<file path="src/rtl/wk_alarm_pkg.sv">
package wk_alarm_pkg;
  typedef enum logic [1:0] {
    SEL_MIN  = 2'd0,
    SEL_HOUR = 2'd1,
    SEL_DAY  = 2'd2
  } sel_e;
endpackage

</file>
<file path="src/rtl/wk_alarm_regs.sv">
module wk_alarm_regs
  import wk_alarm_pkg::*;
#(
  parameter int DATA_W = 8,
  parameter int MIN_W  = 7,
  parameter int HR_W   = 6,
  parameter int DAYS   = 7
) (
  input  logic              clk,
  input  logic              rst,
  input  logic              wr_en,
  input  logic [1:0]        wr_sel,
  input  logic [DATA_W-1:0] wr_data,
  input  logic [1:0]        rd_sel,
  output logic [DATA_W-1:0] rd_data,
  output logic [MIN_W-1:0]  min_q,
  output logic [HR_W-1:0]   hr_q,
  output logic [DAYS-1:0]   day_q
);
  logic unused_bits;
  assign unused_bits = ^wr_data[DATA_W-1:DAYS];

  always_ff @(posedge clk) begin
    if (rst) begin
      min_q <= '0;
      hr_q  <= '0;
      day_q <= '0;
    end else if (wr_en) begin
      case (sel_e'(wr_sel))
        SEL_MIN:  min_q <= wr_data[MIN_W-1:0];
        SEL_HOUR: hr_q  <= wr_data[HR_W-1:0];
        SEL_DAY:  day_q <= wr_data[DAYS-1:0];
        default:  ;
      endcase
    end
  end

  always_ff @(posedge clk) begin
    if (rst) begin
      rd_data <= '0;
    end else begin
      case (sel_e'(rd_sel))
        SEL_MIN:  rd_data <= DATA_W'(min_q);
        SEL_HOUR: rd_data <= DATA_W'(hr_q);
        SEL_DAY:  rd_data <= DATA_W'(day_q);
        default:  rd_data <= '0;
      endcase
    end
  end

  assert_min_write_R2: assert property (@(posedge clk) disable iff (rst)
    (wr_en && wr_sel == SEL_MIN) |=> (min_q == $past(wr_data[MIN_W-1:0])));
  assert_min_pad_R2: assert property (@(posedge clk) disable iff (rst)
    ($past(rd_sel) == SEL_MIN) |-> (rd_data[DATA_W-1:MIN_W] == '0));
  assert_hour_pad_R3: assert property (@(posedge clk) disable iff (rst)
    ($past(rd_sel) == SEL_HOUR) |-> (rd_data[DATA_W-1:HR_W] == '0));
  assert_day_pad_R4: assert property (@(posedge clk) disable iff (rst)
    ($past(rd_sel) == SEL_DAY) |-> (rd_data[DATA_W-1:DAYS] == '0));
endmodule

</file>
<file path="src/rtl/wk_alarm_valid.sv">
module wk_alarm_valid #(
  parameter int MIN_W = 7,
  parameter int HR_W  = 6
) (
  input  logic [MIN_W-1:0] min_q,
  input  logic [HR_W-1:0]  hr_q,
  input  logic             mode_24h,
  output logic             set_ok
);
  logic [3:0] m_units, h_units;
  logic [2:0] m_tens;
  logic [1:0] h_tens;
  logic       min_ok, hr24_ok, hr12_ok;

  always_comb begin
    m_units = min_q[3:0];
    m_tens  = min_q[6:4];
    h_units = hr_q[3:0];
    h_tens  = hr_q[5:4];
    min_ok  = (m_units <= 4'd9) && (m_tens <= 3'd5);
    hr24_ok = (h_units <= 4'd9) &&
              ((h_tens < 2'd2) || ((h_tens == 2'd2) && (h_units <= 4'd3)));
    if (hr_q[4])
      hr12_ok = (h_units <= 4'd2);
    else
      hr12_ok = (h_units != 4'd0) && (h_units <= 4'd9);
    set_ok = min_ok && (mode_24h ? hr24_ok : hr12_ok);
  end
endmodule

</file>
<file path="src/rtl/wk_alarm_match.sv">
module wk_alarm_match #(
  parameter int MIN_W = 7,
  parameter int HR_W  = 6,
  parameter int DAYS  = 7,
  parameter int DOW_W = 3
) (
  input  logic             clk,
  input  logic             rst,
  input  logic [MIN_W-1:0] min_q,
  input  logic [HR_W-1:0]  hr_q,
  input  logic [DAYS-1:0]  day_q,
  input  logic             set_ok,
  input  logic [MIN_W-1:0] cur_min,
  input  logic [HR_W-1:0]  cur_hour,
  input  logic [DOW_W-1:0] cur_dow,
  input  logic             min_tick,
  input  logic             flag_clr,
  output logic             alarm_flag,
  output logic             alarm_n
);
  logic [DAYS-1:0] day_hit;
  logic            hit;

  for (genvar d = 0; d < DAYS; d++) begin : g_day
    assign day_hit[d] = day_q[d] && (cur_dow == DOW_W'(d));
  end

  assign hit = min_tick && set_ok && (|day_hit) &&
               (min_q == cur_min) && (hr_q == cur_hour);

  always_ff @(posedge clk) begin
    if (rst) begin
      alarm_flag <= 1'b0;
      alarm_n    <= 1'b1;
    end else if (hit) begin
      alarm_flag <= 1'b1;
      alarm_n    <= 1'b0;
    end else if (flag_clr) begin
      alarm_flag <= 1'b0;
      alarm_n    <= 1'b1;
    end
  end

  assert_no_tick_no_set_R6: assert property (@(posedge clk) disable iff (rst)
    (!alarm_flag && !min_tick) |=> !alarm_flag);
  assert_empty_mask_R7: assert property (@(posedge clk) disable iff (rst)
    (!alarm_flag && day_q == '0) |=> !alarm_flag);
  assert_invalid_set_R10: assert property (@(posedge clk) disable iff (rst)
    (!alarm_flag && !set_ok) |=> !alarm_flag);
  assert_sticky_R11: assert property (@(posedge clk) disable iff (rst)
    (alarm_flag && !flag_clr) |=> alarm_flag);
  assert_match_sets_R5: assert property (@(posedge clk) disable iff (rst)
    (min_tick && set_ok && min_q == cur_min && hr_q == cur_hour &&
     cur_dow < DOW_W'(DAYS) && day_q[cur_dow]) |=> alarm_flag);
  assert_irq_inverse_R12: assert property (@(posedge clk) disable iff (rst)
    alarm_n != alarm_flag);
endmodule

</file>
<file path="src/rtl/wk_alarm_cmp.sv">
module wk_alarm_cmp #(
  parameter int DATA_W = 8,
  parameter int MIN_W  = 7,
  parameter int HR_W   = 6,
  parameter int DAYS   = 7,
  parameter int DOW_W  = $clog2(DAYS + 1)
) (
  input  logic              clk,
  input  logic              rst,
  input  logic              wr_en,
  input  logic [1:0]        wr_sel,
  input  logic [DATA_W-1:0] wr_data,
  input  logic [1:0]        rd_sel,
  output logic [DATA_W-1:0] rd_data,
  input  logic              mode_24h,
  input  logic [MIN_W-1:0]  cur_min,
  input  logic [HR_W-1:0]   cur_hour,
  input  logic [DOW_W-1:0]  cur_dow,
  input  logic              min_tick,
  input  logic              flag_clr,
  output logic              alarm_flag,
  output logic              alarm_n
);
  logic [MIN_W-1:0] min_q;
  logic [HR_W-1:0]  hr_q;
  logic [DAYS-1:0]  day_q;
  logic             set_ok;

  wk_alarm_regs #(.DATA_W(DATA_W), .MIN_W(MIN_W), .HR_W(HR_W), .DAYS(DAYS)) u_regs (
    .clk(clk), .rst(rst), .wr_en(wr_en), .wr_sel(wr_sel), .wr_data(wr_data),
    .rd_sel(rd_sel), .rd_data(rd_data), .min_q(min_q), .hr_q(hr_q), .day_q(day_q)
  );

  wk_alarm_valid #(.MIN_W(MIN_W), .HR_W(HR_W)) u_valid (
    .min_q(min_q), .hr_q(hr_q), .mode_24h(mode_24h), .set_ok(set_ok)
  );

  wk_alarm_match #(.MIN_W(MIN_W), .HR_W(HR_W), .DAYS(DAYS), .DOW_W(DOW_W)) u_match (
    .clk(clk), .rst(rst), .min_q(min_q), .hr_q(hr_q), .day_q(day_q),
    .set_ok(set_ok), .cur_min(cur_min), .cur_hour(cur_hour), .cur_dow(cur_dow),
    .min_tick(min_tick), .flag_clr(flag_clr),
    .alarm_flag(alarm_flag), .alarm_n(alarm_n)
  );
endmodule

</file>
<file path="config.mk">
export PLATFORM = sky130hd
export DESIGN_NAME = wk_alarm_cmp
export DESIGN_NICKNAME = d
export VERILOG_FILES = /design/src/rtl/wk_alarm_pkg.sv /design/src/rtl/wk_alarm_regs.sv /design/src/rtl/wk_alarm_valid.sv /design/src/rtl/wk_alarm_match.sv /design/src/rtl/wk_alarm_cmp.sv
export SDC_FILE = /design/constraint.sdc
export NUM_CORES = 1
export LEC_CHECK = 0
export BUFFER_PORTS_ARGS = -buffer_cell sky130_fd_sc_hd__buf_2
export CAP_MARGIN = 5
export CORE_MARGIN = 2
export CORE_UTILIZATION = 50
export CTS_CLUSTER_DIAMETER = 40
export DETAILED_ROUTE_END_ITERATION = 16
export PLACE_DENSITY = 0.79
export SYNTH_ARGS = -nofsm -noshare
export SYNTH_HDL_FRONTEND = slang
export SYNTH_SLANG_ARGS = --single-unit
</file>
<file path="constraint.sdc">
create_clock -name clk -period 4.7 [get_ports clk]
set_input_delay 0.47 -clock clk [delete_from_list [all_inputs] [get_ports clk]]
set_output_delay 0.47 -clock clk [all_outputs]
set_load 0.005 [all_outputs]
</file>
# --- Word level (Yosys, flattened, before mapping) ---
# Index checks and enable logic that the tools add are counted.
totals:
  ff_bits: 30
  latchBits: 0
  ramBits: 0
  mem_bits_ro: 0
  in_bits: 34
  output_inout_bits: 10
  memories: 0
op_classes:
  n_addsub: 0
  multipliers: 0
  div_mod_pow: 0
  n_lt_le_gt_ge: 6
  eq_ne: 13
  shift: 0
  mux: 7
  n_bitwise: 0
  n_reduce_logical: 26
ops:
  columns: ["operator", "count"]
  rows:
  - ["$pmux 7 s3", 1]
  - ["$logic_and 1x1->1", 16]
  - ["$eq 3x3->1 const B", 3]
  - ["$le 4x2->1 const B", 2]
  - ["$le 4x4->1 const B", 2]
  - ["$eq 7x7->1", 1]
  - ["$reduce_or 7->1", 1]
  - ["$eq 2x2->1 const B", 3]
  - ["$eq 3x2->1 const B", 2]
  - ["$eq 6x6->1", 1]
  - ["$mux 1", 6]
  - ["$reduce_and 2->1", 3]
  - ["$eq 2x1->1 const B", 2]
  - ["$logic_not 2->1", 2]
  - ["$reduce_bool 4->1", 1]
  - ["$eq 3x1->1 const B", 1]
  - ["$le 3x3->1 const B", 1]
  - ["$logic_not 3->1", 1]
  - ["$lt 2x2->1 const B", 1]
  - ["$reduce_bool 2->1", 1]
  - ["$logic_or 1x1->1", 1]

# --- Logic depth before layout (Yosys ltp) ---
depth:
  depth_word: 11
  mapped_depth: 6

# --- By module ---
# From an unflattened synthesis, not the netlist that was laid out.
unflattened:
  hier_cells: 146
  area_unflattened_um2: 1461.4
modules_own_cells:
  columns: ["mod", "n_inst", "cells_each", "area_per_inst_um2"]
  rows:
  - ["wk_alarm_regs", 1, 102, 1106.1]
  - ["wk_alarm_match", 1, 32, 274.0]
  - ["wk_alarm_valid", 1, 12, 81.3]

# --- Least setup slack after synthesis ---
# Ideal clock, no wire load.
synth_path:
  kind: "in2reg"
  start: "in cur_dow[0]"
  end: "reg u_match.alarm_n"
  arrival_time_ns: 1.562
  path_slack_ns: 3.024
  cell_stages: 4
  path_buffers: 0
  path_cell_list: "mux4_2 > o2111ai_1 > or4_1 > a21o_1"
synth_via:
  elab_chain_cells: 7
  elab_cells_between_ends: 20
  classes_between: "6 x eq/ne; 1 x mux; 13 x reduce/logical"
synth_rtl:
  columns: ["item", "line_no", "text"]
  rows:
  - ["start: declaration", "wk_alarm_cmp.sv:18", "input logic [DOW_W-1:0] cur_dow,"]
  - ["$eq 3x1->1 (tied with other cells)", "wk_alarm_match.sv:25", "assign day_hit[d] = day_q[d] && (cur_dow == DOW_W'(d));"]
  - ["$logic_and 1x1->1", "wk_alarm_match.sv:25", null]
  - ["$reduce_or 7->1 (*)", "wk_alarm_match.sv:28", "assign hit = min_tick && set_ok && (|day_hit) &&"]
  - ["$logic_and 1x1->1 (*) (2 in a row)", "wk_alarm_match.sv:28", null]
  - ["$logic_and 1x1->1 (*)", "wk_alarm_match.sv:29", "(min_q == cur_min) && (hr_q == cur_hour);"]
  - ["$mux 1 or $reduce_bool 2->1 (tied branches)", null, null]
  - ["end signal: assignment", "wk_alarm_match.sv:34", "alarm_n <= 1'b1;"]
  - ["end signal: assignment", "wk_alarm_match.sv:37", "alarm_n <= 1'b0;"]
  - ["end signal: assignment", "wk_alarm_match.sv:40", "alarm_n <= 1'b1;"]
  - ["end: declaration", "wk_alarm_match.sv:19", "output logic alarm_n"]
# Every way passes the cells marked *; elsewhere a longest branch is shown, timed or not.
# A chain may end at the register's enable or synchronous reset.

# --- Worst setup path in the final report ---
layout_path:
  start: "reg u_regs.hr_q[3]"
  end: "reg u_match.alarm_n"
layout_via:
  elab_chain_cells: 11
  elab_cells_between_ends: 18
  classes_between: "3 x order compare; 1 x eq/ne; 3 x mux; 11 x reduce/logical"
layout_rtl:
  columns: ["item", "line_no", "text"]
  rows:
  - ["start: declaration", "wk_alarm_regs.sv:17", "output logic [HR_W-1:0] hr_q,"]
  - ["start signal: assignment", "wk_alarm_regs.sv:31", "SEL_HOUR: hr_q <= wr_data[HR_W-1:0];"]
  - ["$le 4x2->1", "wk_alarm_valid.sv:22", "((h_tens < 2'd2) || ((h_tens == 2'd2) && (h_units <= 4'd3)));"]
  - ["$logic_and 1x1->1", "wk_alarm_valid.sv:22", null]
  - ["$logic_or 1x1->1", "wk_alarm_valid.sv:22", null]
  - ["$logic_and 1x1->1", "wk_alarm_valid.sv:21", "hr24_ok = (h_units <= 4'd9) &&"]
  - ["$mux 1", "wk_alarm_valid.sv:27", "set_ok = min_ok && (mode_24h ? hr24_ok : hr12_ok);"]
  - ["$logic_and 1x1->1", "wk_alarm_valid.sv:27", null]
  - ["$logic_and 1x1->1 (3 in a row)", "wk_alarm_match.sv:28", null]
  - ["$logic_and 1x1->1 (*)", "wk_alarm_match.sv:29", null]
  - ["$mux 1 or $reduce_bool 2->1 (tied branches)", null, null]
# Marked as above.

==> results.cfg <==
[die]
start_util = 0.515
num_io_pins = 44
rows = 19
die_area_mm2 = 0.00320
die_w_um = 56.6
fp.dieH_um = 56.6
core_area_mm2 = 0.00269

[timing]
timing.final.crit_share = 0.390
finalMaxSlewViolations = 0
rsz0062_at_grt = false
skew_ns = 0.00793
tightest_slew_ns = 0.499
layout_min_cycle_time_ns = 1.83
finalSetupViolCount = 0
hold_viol_final = 0
fmaxAchievable_mhz = 545
fin_ws_ns = 2.87
max_slew_margin = 0.667
setup_tns_ns = 0

[clock_network]
cts_tree = built
cts.clk_slew.worst_paths_ns = 0.09
clockBufferDepth = 2
cts.sinks = 29
clock_latency_ns = 0.34
cts_buffers = 5
htree_levels = 2
ctsResizeCount = 0
post_cts_buffers = 0
hold_buffers = 0
cts-root-buf = clkbuf_4

[status]
outcome = finished clean

[placed_design]
portBuffers = 41
hpwl_um = 2400
dp_slack_ns = 2.79
place_area_mm2 = 0.00158
gp_congestion = 0.815
dp_cells = 211

[global_routing]
grt_pass1_wl_um = 5260
antenna_found_initial = 0
grt_max_degree = 30
grt_pass1_vias = 1220
grt_use_total = 0.218
overflow = 0

[power_and_ir_drop]
ir_drop_v = 0.000223
leakagePower_nw = 0.813
p_per_area_mw_per_mm2 = 298

[route]
vias_per_cell = 5.50
route.detailed.drc = 0
dr.first_iter.drc_count = 27
wl_per_cell_um = 14.5
drt-total-wl_um = 3170
num_vias = 1205
drtAntennaViolNets = 0
firstDrtPassIters = 4

[layout]
final_cell_area_mm2 = 0.00165
syn_to_final_growth_pct = 19.4
nets = 221
antennaDiodeCount = 0
fin_cells = 219
drive_gt1_frac = 0.277

[setup_path]
required_ns = 4.93
critPathKind = reg -> reg
timing.critical_path.from_type = register
crit_path_end_kind = register
worst-path-max-fanout = 8
arrival_ns = 2.07

[synthesis]
ys_types = 30
synth_ff_type = dfxtp_1
synth.avg_cell_area_um2 = 9.35
synthSimpleGateAreaFrac = 0.173
syn_nets = 182
synthMuxAreaShare = 0.226
ys_warn_count = 0
synth_area_mm2 = 0.00138
ys_seq_area_frac = 0.420
synthAdderAreaFrac = 0
synth_edf_count = 0
synth-compound-area-share = 0.0714
synth_top_family_by_area = multiplexers
synth_cells = 148
synth_xor_area_frac = 0.0696
synth-seq-cells = 29
async_flop_share = 0

[worst_hold_path]
min_path_type = in -> reg

[run]
max-cap-violations = 0
==> logic make-up after synthesis <==
kind of cell	count (synthesis)
AND/OR/NAND/NOR	51
multiplexers	30
other	1
AO/OA/AOI/OAI	16
buffers and inverters	10
XOR/XNOR	11
flip-flops	29
==> metrics by stage <==
| stage | total power, mW | hold WS [ns] | util |
|---|---|---|---|
| 2_1_floorplan | 0.299 | 0.466 | - |
| 3_3_place_gp | 0.321 | 0.454 | 0.589 |
| 3_5_place_dp | 0.324 | 0.468 | 0.589 |
| 4_1_cts | 0.495 | 0.371 | 0.615 |
| 5_1_grt | 0.514 | 0.402 | 0.615 |
| 6_report | 0.493 | 0.378 | 0.615 |
==> placed cells by master (no fill, tap or decap), types with 2 or more instances in the layout <==
master    instances
buf_2            41
nor2_1           33
mux2i_1          29
dfxtp_1          29
xor2_1            8
a21oi_1           7
clkbuf_4          5
nand3b_1          3
nand2_1           3
o21ai_0           3
xnor2_1           3
o221ai_1          2
nor3_1            2
nor4_1            2
clkbuf_8          2
==> power breakdown <==
group          total, mW  switching (mW)  internal [mW]
clock network      0.175          0.0882         0.0865
registers          0.260         0.00727          0.252
logic             0.0583          0.0295         0.0288
==> path summary, 6_finish.rpt <==
kind                                    startpoint            endpoint  slack [ns]  cells past startpoint
worst max-delay path                u_regs.hr_q[3]     u_match.alarm_n        2.87                      5
worst min-delay path                    wr_data[6]     u_regs.day_q[6]        0.38                      3
worst max register to register      u_regs.hr_q[3]     u_match.alarm_n        2.87                      5
worst min register to register  u_match.alarm_flag  u_match.alarm_flag        0.48                      2
==> layer usage <==
metal | track usage | routed length [um] | up-vias
met4 | 0.112 | 113 | 0
met3 | 0.0922 | 226 | 13
met1 | 0.247 | 1310 | 558
li1 | - | - | 591
met2 | 0.347 | 1520 | 43
met5 | 0 | 0 | -
==> Yosys cell counts, types with 2 or more instances <==
| cell | n | area share |
|---|---|---|
| nand2_1 | 3 | 0.0081 |
| dfxtp_1 | 29 | 0.42 |
| nor3_1 | 2 | 0.0072 |
| o21ai_0 | 3 | 0.011 |
| nand3b_1 | 3 | 0.016 |
| nor2_1 | 33 | 0.090 |
| xor2_1 | 8 | 0.051 |
| xnor2_1 | 3 | 0.019 |
| buf_4 | 2 | 0.011 |
| nor4_1 | 2 | 0.0090 |
| o221ai_1 | 2 | 0.013 |
| buf_1 | 2 | 0.0054 |
| a21oi_1 | 7 | 0.025 |
| mux2i_1 | 29 | 0.21 |
| clkbuf_1 | 5 | 0.014 |
==> sequential cells by signal (all words and copies together), names as in the netlist <==
| signal | flops |
|---|---|
| u_regs.rd_data | 7 |
| u_regs.hr_q | 6 |
| u_regs.min_q | 7 |
| u_match.alarm_n | 1 |
| u_match.alarm_flag | 1 |
| u_regs.day_q | 7 |
==> area by class of cell <==
class | instances | area, um2
multi-input cells | 109 | 751
clock buffers | 7 | 65.1
well taps | 31 | 38.8
fillers | 236 | 1030
repair buffers | 42 | 213
flip-flops and latches | 29 | 581
clock inverters | 1 | 5.00
==> worst max-delay path, cell delays in order (launching register included) <==
cell	delay (ns)
dfxtp_1	0.49
xnor2_1	0.15
and4_1	0.21
o2111ai_1	0.11
or4_1	0.57
a21o_1	0.20
Power figures use the tool's default switching activity.
